## config.mk

```make
export PLATFORM = sky130hd
export DESIGN_NAME = stack_burst_seq
export DESIGN_NICKNAME = d
export VERILOG_FILES = /design/src/rtl/stkseq_pkg.sv /design/src/rtl/stkseq_pick.sv /design/src/rtl/stkseq_ctrl.sv /design/src/rtl/stkseq_dpath.sv /design/src/rtl/stack_burst_seq.sv
export SDC_FILE = /design/constraint.sdc
export NUM_CORES = 1
export LEC_CHECK = 0
export CORE_MARGIN = 1.5
export CORE_UTILIZATION = 49
export DETAILED_ROUTE_END_ITERATION = 8
export PLACE_DENSITY = 0.87
export SYNTH_ARGS = -nofsm -noshare
export SYNTH_HDL_FRONTEND = slang
export SYNTH_SLANG_ARGS = --single-unit
```

## constraint.sdc

```tcl
create_clock -name clk -period 5.49 [get_ports clk]
set_input_delay 1.098 -clock clk [delete_from_list [all_inputs] [get_ports clk]]
set_output_delay 1.098 -clock clk [all_outputs]
set_load 0.05 [all_outputs]
```

## src/rtl/stkseq_pkg.sv

```systemverilog
package stkseq_pkg;

  localparam int NSRC  = 4;   // A, X, Y, constant
  localparam int NREG  = 3;   // loadable registers on a pull
  localparam int SRC_K = 3;   // index of the constant source

  typedef enum logic [1:0] {
    ST_IDLE = 2'd0,
    ST_BASE = 2'd1,
    ST_ADDR = 2'd2,
    ST_FIN  = 2'd3
  } seq_state_e;

endpackage

```

## src/rtl/stkseq_pick.sv

```systemverilog
module stkseq_pick #(
  parameter int N = 4
) (
  input  logic [N-1:0] pend,
  input  logic         low_first,
  output logic [N-1:0] pick
);

  logic [N-1:0] pick_hi;
  logic [N-1:0] pick_lo;

  // highest pending bit
  always_comb begin
    pick_hi = '0;
    for (int i = 0; i < N; i++) begin
      if (pend[i]) pick_hi = N'(1) << i;
    end
  end

  // lowest pending bit
  always_comb begin
    pick_lo = '0;
    for (int i = N - 1; i >= 0; i--) begin
      if (pend[i]) pick_lo = N'(1) << i;
    end
  end

  assign pick = low_first ? pick_lo : pick_hi;

endmodule

```

## src/rtl/stkseq_ctrl.sv

```systemverilog
module stkseq_ctrl
  import stkseq_pkg::*;
(
  input  logic            clk,
  input  logic            rst_n,
  input  logic            start,
  input  logic            pull,
  input  logic [NSRC-1:0] mask,
  output logic            accept,
  output seq_state_e      state,
  output logic            pull_q,
  output logic [NSRC-1:0] cur_oh,
  output logic            busy,
  output logic            done
);

  logic [NSRC-1:0] pend;
  logic [NSRC-1:0] pick;
  logic [NSRC-1:0] start_mask;
  logic [NSRC-1:0] above_cur;

  stkseq_pick #(.N(NSRC)) u_pick (
    .pend      (pend),
    .low_first (pull_q),
    .pick      (pick)
  );

  assign accept = (state == ST_IDLE) && start;

  // the constant source never takes part in a pull
  always_comb begin
    start_mask = mask;
    if (pull) start_mask[SRC_K] = 1'b0;
  end

  always_ff @(posedge clk or negedge rst_n) begin
    if (!rst_n) begin
      state  <= ST_IDLE;
      pend   <= '0;
      pull_q <= 1'b0;
      cur_oh <= '0;
    end else begin
      case (state)
        ST_IDLE: begin
          if (start) begin
            pend   <= start_mask;
            pull_q <= pull;
            state  <= ST_BASE;
          end
        end
        ST_BASE, ST_FIN: begin
          if (pend == '0) begin
            cur_oh <= '0;
            state  <= ST_IDLE;
          end else begin
            cur_oh <= pick;
            pend   <= pend & ~pick;
            state  <= ST_ADDR;
          end
        end
        ST_ADDR: state <= ST_FIN;
        default: state <= ST_IDLE;
      endcase
    end
  end

  assign busy = (state != ST_IDLE);
  assign done = ((state == ST_BASE) || (state == ST_FIN)) && (pend == '0);

  assign above_cur = ~((cur_oh << 1) - NSRC'(1));

  // exactly one source is active during each access cycle
  assert_one_source_R4: assert property (@(posedge clk) disable iff (!rst_n)
    (state == ST_ADDR) |-> ($countones(cur_oh) == 1));

  // push: nothing still pending ranks above the word being moved
  assert_push_order_R4: assert property (@(posedge clk) disable iff (!rst_n)
    (state == ST_ADDR && !pull_q) |-> ((pend & above_cur) == '0));

  // pull: nothing still pending ranks below the word being moved
  assert_pull_order_R5: assert property (@(posedge clk) disable iff (!rst_n)
    (state == ST_ADDR && pull_q) |-> ((pend & ~above_cur & ~cur_oh) == '0));

  // pull never carries the constant source
  assert_pull_no_const_R5: assert property (@(posedge clk) disable iff (!rst_n)
    (busy && pull_q) |-> (!pend[SRC_K] && !cur_oh[SRC_K]));

  // the cycle after done is idle
  assert_done_ends_R3: assert property (@(posedge clk) disable iff (!rst_n)
    done |=> !busy);

  // a start during an operation does not disturb the slot sequence
  assert_start_ignored_R2: assert property (@(posedge clk) disable iff (!rst_n)
    (state == ST_ADDR && start) |=> (state == ST_FIN && $stable(pull_q)));

endmodule

```

## src/rtl/stkseq_dpath.sv

```systemverilog
module stkseq_dpath
  import stkseq_pkg::*;
#(
  parameter int DW  = 32,
  parameter int AW  = 32,
  parameter int IMW = 24
) (
  input  logic            clk,
  input  logic            rst_n,
  input  logic            accept,
  input  seq_state_e      state,
  input  logic            pull_q,
  input  logic [NSRC-1:0] cur_oh,
  input  logic [IMW-1:0]  operand,
  input  logic [DW-1:0]   reg_a,
  input  logic [DW-1:0]   reg_x,
  input  logic [DW-1:0]   reg_y,
  input  logic [AW-1:0]   sp_in,
  input  logic [DW-1:0]   mem_rdata,
  output logic [AW-1:0]   sp_out,
  output logic [AW-1:0]   mem_addr,
  output logic [DW-1:0]   mem_wdata,
  output logic            mem_we,
  output logic            mem_re,
  output logic [NREG-1:0] ld_sel,
  output logic [DW-1:0]   ld_data
);

  localparam int EXT_W = DW - IMW;

  logic [AW-1:0]  sp_q;
  logic [DW-1:0]  src [NSRC];
  logic [DW-1:0]  a_q, x_q, y_q;
  logic [IMW-1:0] imm_q;
  logic [DW-1:0]  word;

  always_ff @(posedge clk or negedge rst_n) begin
    if (!rst_n) begin
      sp_q  <= '0;
      a_q   <= '0;
      x_q   <= '0;
      y_q   <= '0;
      imm_q <= '0;
    end else if (accept) begin
      sp_q  <= sp_in;
      a_q   <= reg_a;
      x_q   <= reg_x;
      y_q   <= reg_y;
      imm_q <= operand;
    end else if (state == ST_FIN) begin
      sp_q <= pull_q ? (sp_q + AW'(1)) : (sp_q - AW'(1));
    end
  end

  assign src[0]     = a_q;
  assign src[1]     = x_q;
  assign src[2]     = y_q;
  assign src[SRC_K] = {{EXT_W{imm_q[IMW-1]}}, imm_q};

  always_comb begin
    word = '0;
    for (int i = 0; i < NSRC; i++) begin
      if (cur_oh[i]) word = word | src[i];
    end
  end

  always_comb begin
    mem_we    = 1'b0;
    mem_re    = 1'b0;
    mem_addr  = '0;
    mem_wdata = '0;
    if (state == ST_ADDR) begin
      if (pull_q) begin
        mem_re   = 1'b1;
        mem_addr = sp_q + AW'(1);
      end else begin
        mem_we    = 1'b1;
        mem_addr  = sp_q;
        mem_wdata = word;
      end
    end
  end

  genvar g;
  generate
    for (g = 0; g < NREG; g++) begin : g_ld
      assign ld_sel[g] = (state == ST_FIN) && pull_q && cur_oh[g];
    end
  endgenerate

  assign ld_data = (ld_sel != '0) ? mem_rdata : '0;
  assign sp_out  = sp_q;

  assert_no_rw_overlap_R11: assert property (@(posedge clk) disable iff (!rst_n)
    !(mem_we && mem_re));

  assert_access_gap_R11: assert property (@(posedge clk) disable iff (!rst_n)
    (mem_we || mem_re) |=> !(mem_we || mem_re));

  assert_push_step_R6: assert property (@(posedge clk) disable iff (!rst_n)
    mem_we |=> ##1 (sp_out == $past(mem_addr, 2) - AW'(1)));

  assert_pull_step_R7: assert property (@(posedge clk) disable iff (!rst_n)
    mem_re |=> ##1 (sp_out == $past(mem_addr, 2)));

  assert_load_after_read_R10: assert property (@(posedge clk) disable iff (!rst_n)
    mem_re |=> ($countones(ld_sel) == 1));

  assert_load_onehot_R10: assert property (@(posedge clk) disable iff (!rst_n)
    $onehot0(ld_sel));

endmodule

```

## src/rtl/stack_burst_seq.sv

```systemverilog
module stack_burst_seq
  import stkseq_pkg::*;
#(
  parameter int DW  = 32,
  parameter int AW  = 32,
  parameter int IMW = 24
) (
  input  logic            clk,
  input  logic            rst_n,
  input  logic            start,
  input  logic            pull,
  input  logic [3:0]      mask,
  input  logic [IMW-1:0]  operand,
  input  logic [DW-1:0]   reg_a,
  input  logic [DW-1:0]   reg_x,
  input  logic [DW-1:0]   reg_y,
  input  logic [AW-1:0]   sp_in,
  output logic [AW-1:0]   sp_out,
  output logic            busy,
  output logic            done,
  output logic [AW-1:0]   mem_addr,
  output logic [DW-1:0]   mem_wdata,
  output logic            mem_we,
  output logic            mem_re,
  input  logic [DW-1:0]   mem_rdata,
  output logic [2:0]      ld_sel,
  output logic [DW-1:0]   ld_data
);

  logic            accept;
  seq_state_e      state;
  logic            pull_q;
  logic [NSRC-1:0] cur_oh;

  stkseq_ctrl u_ctrl (
    .clk    (clk),
    .rst_n  (rst_n),
    .start  (start),
    .pull   (pull),
    .mask   (mask),
    .accept (accept),
    .state  (state),
    .pull_q (pull_q),
    .cur_oh (cur_oh),
    .busy   (busy),
    .done   (done)
  );

  stkseq_dpath #(.DW(DW), .AW(AW), .IMW(IMW)) u_dpath (
    .clk       (clk),
    .rst_n     (rst_n),
    .accept    (accept),
    .state     (state),
    .pull_q    (pull_q),
    .cur_oh    (cur_oh),
    .operand   (operand),
    .reg_a     (reg_a),
    .reg_x     (reg_x),
    .reg_y     (reg_y),
    .sp_in     (sp_in),
    .mem_rdata (mem_rdata),
    .sp_out    (sp_out),
    .mem_addr  (mem_addr),
    .mem_wdata (mem_wdata),
    .mem_we    (mem_we),
    .mem_re    (mem_re),
    .ld_sel    (ld_sel),
    .ld_data   (ld_data)
  );

  // an empty selection ends in the base cycle without touching memory
  assert_empty_is_short_R9: assert property (@(posedge clk) disable iff (!rst_n)
    (done && !$past(busy)) |-> (!mem_we && !mem_re));

endmodule

```

== Word level (Yosys, flattened, before mapping) ==
Index checks and enable logic that the tools add are counted.

* Reduce and logical (&&, ||, !) cells: 16
* Add/subtract/negate cells: 2
* Bitwise operators: 5
* Div/mod/pow operators: 0
* $lt $le $gt $ge: 0
* Multiply operators: 0
* Multiplexer cells: 33
* Shifts and indexed selects: 0
* Eq/ne operators: 5

{| class="wikitable"
|+ Operators with widths
! cell !! number
|-
| two-way mux 32 bit || 12
|-
| bitwise OR 32 bit || 3
|-
| two-way mux 4 bit || 11
|-
| adder 32 x 1 -> 32 bit (second input constant) || 1
|-
| subtractor 32 x 1 -> 32 bit (second input constant) || 1
|-
| one-hot mux 4 bit (2 select lines) || 1
|-
| logical AND 1 bit || 6
|-
| two-way mux 1 bit || 6
|-
| one-hot mux 2 bit (3 select lines) || 1
|-
| nonzero test 2 bit || 3
|-
| bitwise AND 4 bit || 1
|-
| == test 2 bit (second input constant) || 2
|-
| logical NOT 4 bit || 1
|-
| two-way mux 2 bit || 2
|-
| inequality test 2 bit (second input constant) || 2
|-
| inverter 4 bit || 1
|-
| AND reduction 3 bit || 1
|-
| nonzero test 3 bit || 1
|-
| == test 2 x 1 -> 1 bit (second input constant) || 1
|-
| logical NOT 2 bit || 1
|-
| AND reduction 2 bit || 1
|-
| OR reduction 2 bit || 1
|-
| logical OR 1 bit || 1
|}

* Bits in registers: 163
* Memories: 0
* Latch bits: 0
* Bits in writable memories: 0
* Bits in read-only memories: 0

== Logic depth before layout (Yosys ltp) ==
* Depth in word-level cells: 9
* Mapped depth: 9
* Gate-level depth less buffers: 8

== Modules after synthesis ==
A second synthesis with hierarchy kept.

* Cells, all modules: 909
* Area total of the unflattened synthesis: 9148.8 sq um

{| class="wikitable"
|+ By module, submodules not included
! module !! area each (sq um) !! cells an instance !! seq. area each (sq um) !! instances
|-
| stkseq_dpath || 8557.0 || 852 || 3803.6 || 1
|-
| stkseq_ctrl || 528.0 || 47 || 275.3 || 1
|-
| stkseq_pick || 63.8 || 10 || 0.0 || 1
|}

== Worst setup path before layout ==
OpenSTA, ideal clock, no wires.

* Kind: reg-to-output
* Start point: reg u_dpath.sp_q[7], in the netlist u_dpath.sp_out[7]
* End point: out mem_addr[26]
* Cell stages (with the launch flop): 7
* Arrival time: 3.244 ns
* Path slack: 1.148 ns
* Path buffers: 1
* Cells stage by stage: dfrtp_1 -> clkbuf_1 -> nand4_1 -> or4_1 -> or3_1 -> or3_1 -> a21oi_1

* Longest elaborated chain between the ends: 3

{| class="wikitable"
|+ Ends and longest elaborated chain
! element !! RTL line !! source
|-
| start: declaration || stkseq_dpath.sv:31 || <nowiki>logic [AW-1:0] sp_q;</nowiki>
|-
| start signal: assignment || stkseq_dpath.sv:45 || <nowiki>sp_q <= sp_in;</nowiki>
|-
| start signal: assignment || stkseq_dpath.sv:51 || <nowiki>sp_q <= pull_q ? (sp_q + AW'(1)) : (sp_q - AW'(1));</nowiki>
|-
| adder 32 x 1 -> 32 bit || stkseq_dpath.sv:75 || <nowiki>mem_addr = sp_q + AW'(1);</nowiki>
|-
| two-way mux 32 bit || stkseq_dpath.sv:73 || <nowiki>if (pull_q) begin</nowiki>
|-
| two-way mux 32 bit || stkseq_dpath.sv:72 || <nowiki>if (state == ST_ADDR) begin</nowiki>
|-
| end: declaration || stack_burst_seq.sv:21 || <nowiki>output logic [AW-1:0] mem_addr,</nowiki>
|}

No other way between the ends.

== Final worst setup path ==
* Start point: reg u_ctrl.pull_q
* End point: out mem_addr[27]

* Longest elaborated chain between the ends: 2

{| class="wikitable"
|+ Ends and longest elaborated chain
! element !! RTL line !! source
|-
| start: declaration || stkseq_ctrl.sv:11 || <nowiki>output logic pull_q,</nowiki>
|-
| start signal: assignment || stkseq_ctrl.sv:47 || <nowiki>pull_q <= pull;</nowiki>
|-
| two-way mux 32 bit || stkseq_dpath.sv:73 ||
|-
| two-way mux 32 bit || stkseq_dpath.sv:72 ||
|}

No other way between the ends.

==> impl_metrics.py <==
metrics = {
    "drt": {
        "dr.pass1.iters": 7,
        "drt-initial-drc-count": 786,
        "antenna_left": 0,
        "num_vias": 9247,
        "wire_per_inst_um": 17.9,
        "drt-total-wl_um": 29900,
        "drc_errors": 0,
        "viasPerCell": 5.54,
    },
    "timing": {
        "setup_tns_ps": 0,
        "timing.slew.headroom_pct": 41.1,
        "clock_skew_ps": 12.9,
        "tightestPinTransition_ps": 883,
        "hold_violations": 0,
        "slew_viol_final": 0,
        "finalCritPeriodShare_pct": 86.9,
        "min_period_ps": 4770,
        "holdWs_ps": 475,
        "setup_viol": 0,
        "rsz0062_at_grt": "false",
        "fmax_ghz": 0.210,
    },
    "clock_network": {
        "cts.sinks": 163,
        "tritoncts": "done",
        "path_clk_slew_ps": 70,
        "clk_latency_ps": 430,
        "htree_num_levels": 4,
        "clk_path_buf_depth": 2,
        "root_buffer": "clkbuf_16",
        "cts_made_buffers": 17,
        "hold_buffers": 0,
        "cts_setup_buffers": 0,
        "cts-resized-gates": 0,
    },
    "layout": {
        "fill_cells": 1460,
        "drive_gt1_share_pct": 3.82,
        "area_growth_pct": 43.0,
        "fin_nets": 1621,
    },
    "floorplanning": {
        "ios": 327,
        "die_y_um": 138,
        "num_rows": 49,
        "initial_core_util_pct": 50.0,
        "fp.coreArea_um2": 18000,
        "die_w_um": 138,
        "dieArea_um2": 19200,
    },
    "synthesis": {
        "syn-cell-area_um2": 8980,
        "synth_xor_area_share_pct": 4.19,
        "syn_nets": 1358,
        "synth_top_area_cell": "dfrtp_1",
        "ys_top_cells_by_count": "nand2_1 (419), dfrtp_1 (163), clkbuf_1 (84)",
        "synth_top_family_by_area": "simple AND/OR/NAND/NOR gates",
        "synthArstFlopShare_pct": 100,
        "synth_cell_types": 54,
        "synth_area_per_cell_um2": 7.73,
        "ys_seq_area_share_pct": 45.4,
        "synth_seq_cells": 163,
        "synth_edf_count": 0,
        "yosys-top-cells-area": "dfrtp_1 (45%), nand2_1 (18%), a22oi_1 (4.8%)",
        "yosysWarnings": 0,
        "synthFlopType": "dfrtp_1",
        "synthAdderAreaFrac_pct": 0.557,
        "syn_inst": 1162,
        "yosysTopAreaCellShare_pct": 45.4,
        "yosys.cell_count.top_type": "nand2_1",
        "synth-simple-area-share_pct": 31.6,
        "synthMuxAreaShare_pct": 0.334,
        "synth-compound-area-share_pct": 13.1,
    },
    "power_and_ir_drop": {
        "vdd_drop_max_uv": 469,
        "finalPower_w": 0.00724,
        "p_leak_nw": 5.53,
        "powerDensity_nw_per_um2": 563,
    },
    "setup_path": {
        "endpoint_kind": "output pin",
        "worstPathRequired_ps": 4390,
        "crit_chain": "nand2_1 > or3_1 > or3_1 > or3_1 > xnor2_1 > nor2_1 > clkdlybuf4s50_1",
        "startpoint_type": "flip-flop",
        "cp_slowest_cell": "dfrtp_1",
        "cp.arrival_ps": 3670,
        "crit_fanout": 22,
        "cpMostUsedCell": "or3_1",
        "criticalPathCategory": "reg -> out",
        "ff2ff_path_depth": 6,
        "reg2reg_from": "u_dpath.sp_out[18]$_DFFE_PN0P_",
        "cpPeakStageDelay_ps": 810,
        "rr_endpoint": "u_dpath.sp_out[25]$_DFFE_PN0P_",
        "r2r_slack_ps": 2740,
    },
    "hold_path": {
        "holdPathEnd": "u_dpath.a_q[15]$_DFFE_PN0P_",
        "hp-class": "reg -> reg",
        "holdPathStages": 2,
        "holdCritStartpoint": "u_dpath.a_q[15]$_DFFE_PN0P_",
    },
    "global_route": {
        "grt_usage_pct": 31.4,
        "first_global_vias": 9208,
        "antenna_found_initial": 2,
        "grt_overflow": 0,
        "grt_max_degree": 87,
        "grt_pass1_wl_um": 48600,
    },
    "place": {
        "place.gp.congestion": 0.929,
        "dp_hpwl_um": 20700,
        "port_buffers": 326,
    },
    "job": {
        "cap_violations": 0,
    },
    "status": {
        "status": "complete, no violations",
    },
}
[cell families after synthesis]
group / count (synthesis)
XOR/XNOR: 43
AO/OA/AOI/OAI: 184
multiplexers: 3
adder cells (fa/ha/maj): 4
AND/OR/NAND/NOR: 654
buffers and inverters: 111
flip-flops: 163
[through the flow]
stage          worst slack, ps  area, um2  std cells  utilization (%)
6_report                   717      12800       1668             71.5
5_1_grt                    517      12800       1668             71.5
4_1_cts                    729      12800       1667             71.5
3_5_place_dp              1210      12300       1635             68.3
3_3_place_gp              1270      12300       1635             68.3
2_1_floorplan             1150       8980       1162                -
[cell usage in the layout (no fill, tap or decap), types with 4 or more instances in the layout]
master,n
nor3_1,24
nor2_1,82
xnor2_1,26
buf_4,13
nand3_1,23
nand3b_1,4
a22oi_1,58
and4_1,8
o22ai_1,5
or4_1,7
inv_8,4
or3_1,7
o21ai_0,35
o31ai_1,4
and3_1,8
a31oi_1,10
a21oi_1,50
xor2_1,17
inv_1,15
ha_1,4
nand2_1,418
clkdlybuf4s50_1,325
clkbuf_16,17
inv_6,5
nor4_1,8
nor2b_1,4
nand4_1,10
and2_1,38
dfrtp_1,163
[power by group]
| group | leakage, nW | total [W] | internal (W) | switching (W) |
|---|---|---|---|---|
| Sequential | 2.03 | 0.00230 | 0.00173 | 0.000561 |
| Combinational | 3.22 | 0.00378 | 0.00128 | 0.00249 |
| Clock | 0.272 | 0.00116 | 0.000602 | 0.000563 |
[layout make-up]
cell class | count | area [um2] | share of cell area, %
diodes | 1 | 2.50 | 0.0195
flip-flops and latches | 163 | 4080 | 31.8
inverters | 16 | 60.1 | 0.468
clock buffers | 17 | 425 | 3.31
multi-input cells | 888 | 4490 | 34.9
well taps | 229 | 287 | 2.23
clock inverters | 15 | 141 | 1.10
repair buffers | 339 | 3360 | 26.2
[state kept, by name, summed over array words and instances, names as in the netlist, 4 cells and up, named ones only]
register and flops:
u_dpath.y_q 32, u_ctrl.cur_oh 4, u_ctrl.pend 4, u_dpath.a_q 32, u_dpath.x_q 32, u_dpath.sp_out 32, u_dpath.imm_q 24
[critical path, delay by kind of cell (launching register included)]
family	cells	cell delay [ps]
simple gates	5	1480
buf+inv	1	810
xor+xnor	1	150
flops	1	810
[worst max path at each step]
stage / endpoint / slack [ps] / cells after the start / startpoint
6_report: mem_addr[27] / 720 / 7 / u_ctrl.pull_q$_DFFE_PN0P_
5_1_grt: mem_addr[27] / 520 / 7 / u_ctrl.pull_q$_DFFE_PN0P_
4_1_cts: mem_addr[27] / 730 / 7 / u_ctrl.pull_q$_DFFE_PN0P_
3_5_place_dp: mem_addr[27] / 1210 / 7 / u_ctrl.pull_q$_DFFE_PN0P_
3_3_place_gp: mem_addr[26] / 1270 / 6 / u_dpath.sp_out[7]$_DFFE_PN0P_
2_1_floorplan: mem_addr[26] / 1150 / 6 / u_dpath.sp_out[7]$_DFFE_PN0P_
[per-layer routing]
metal  routed length, um  global-route usage, %
met1               12200                   40.9
met2               14500                   51.3
met3                2430                   7.55
met4                 759                   10.9
met5                  13                      0
Note: power is estimated with default switching activity, not from simulation.
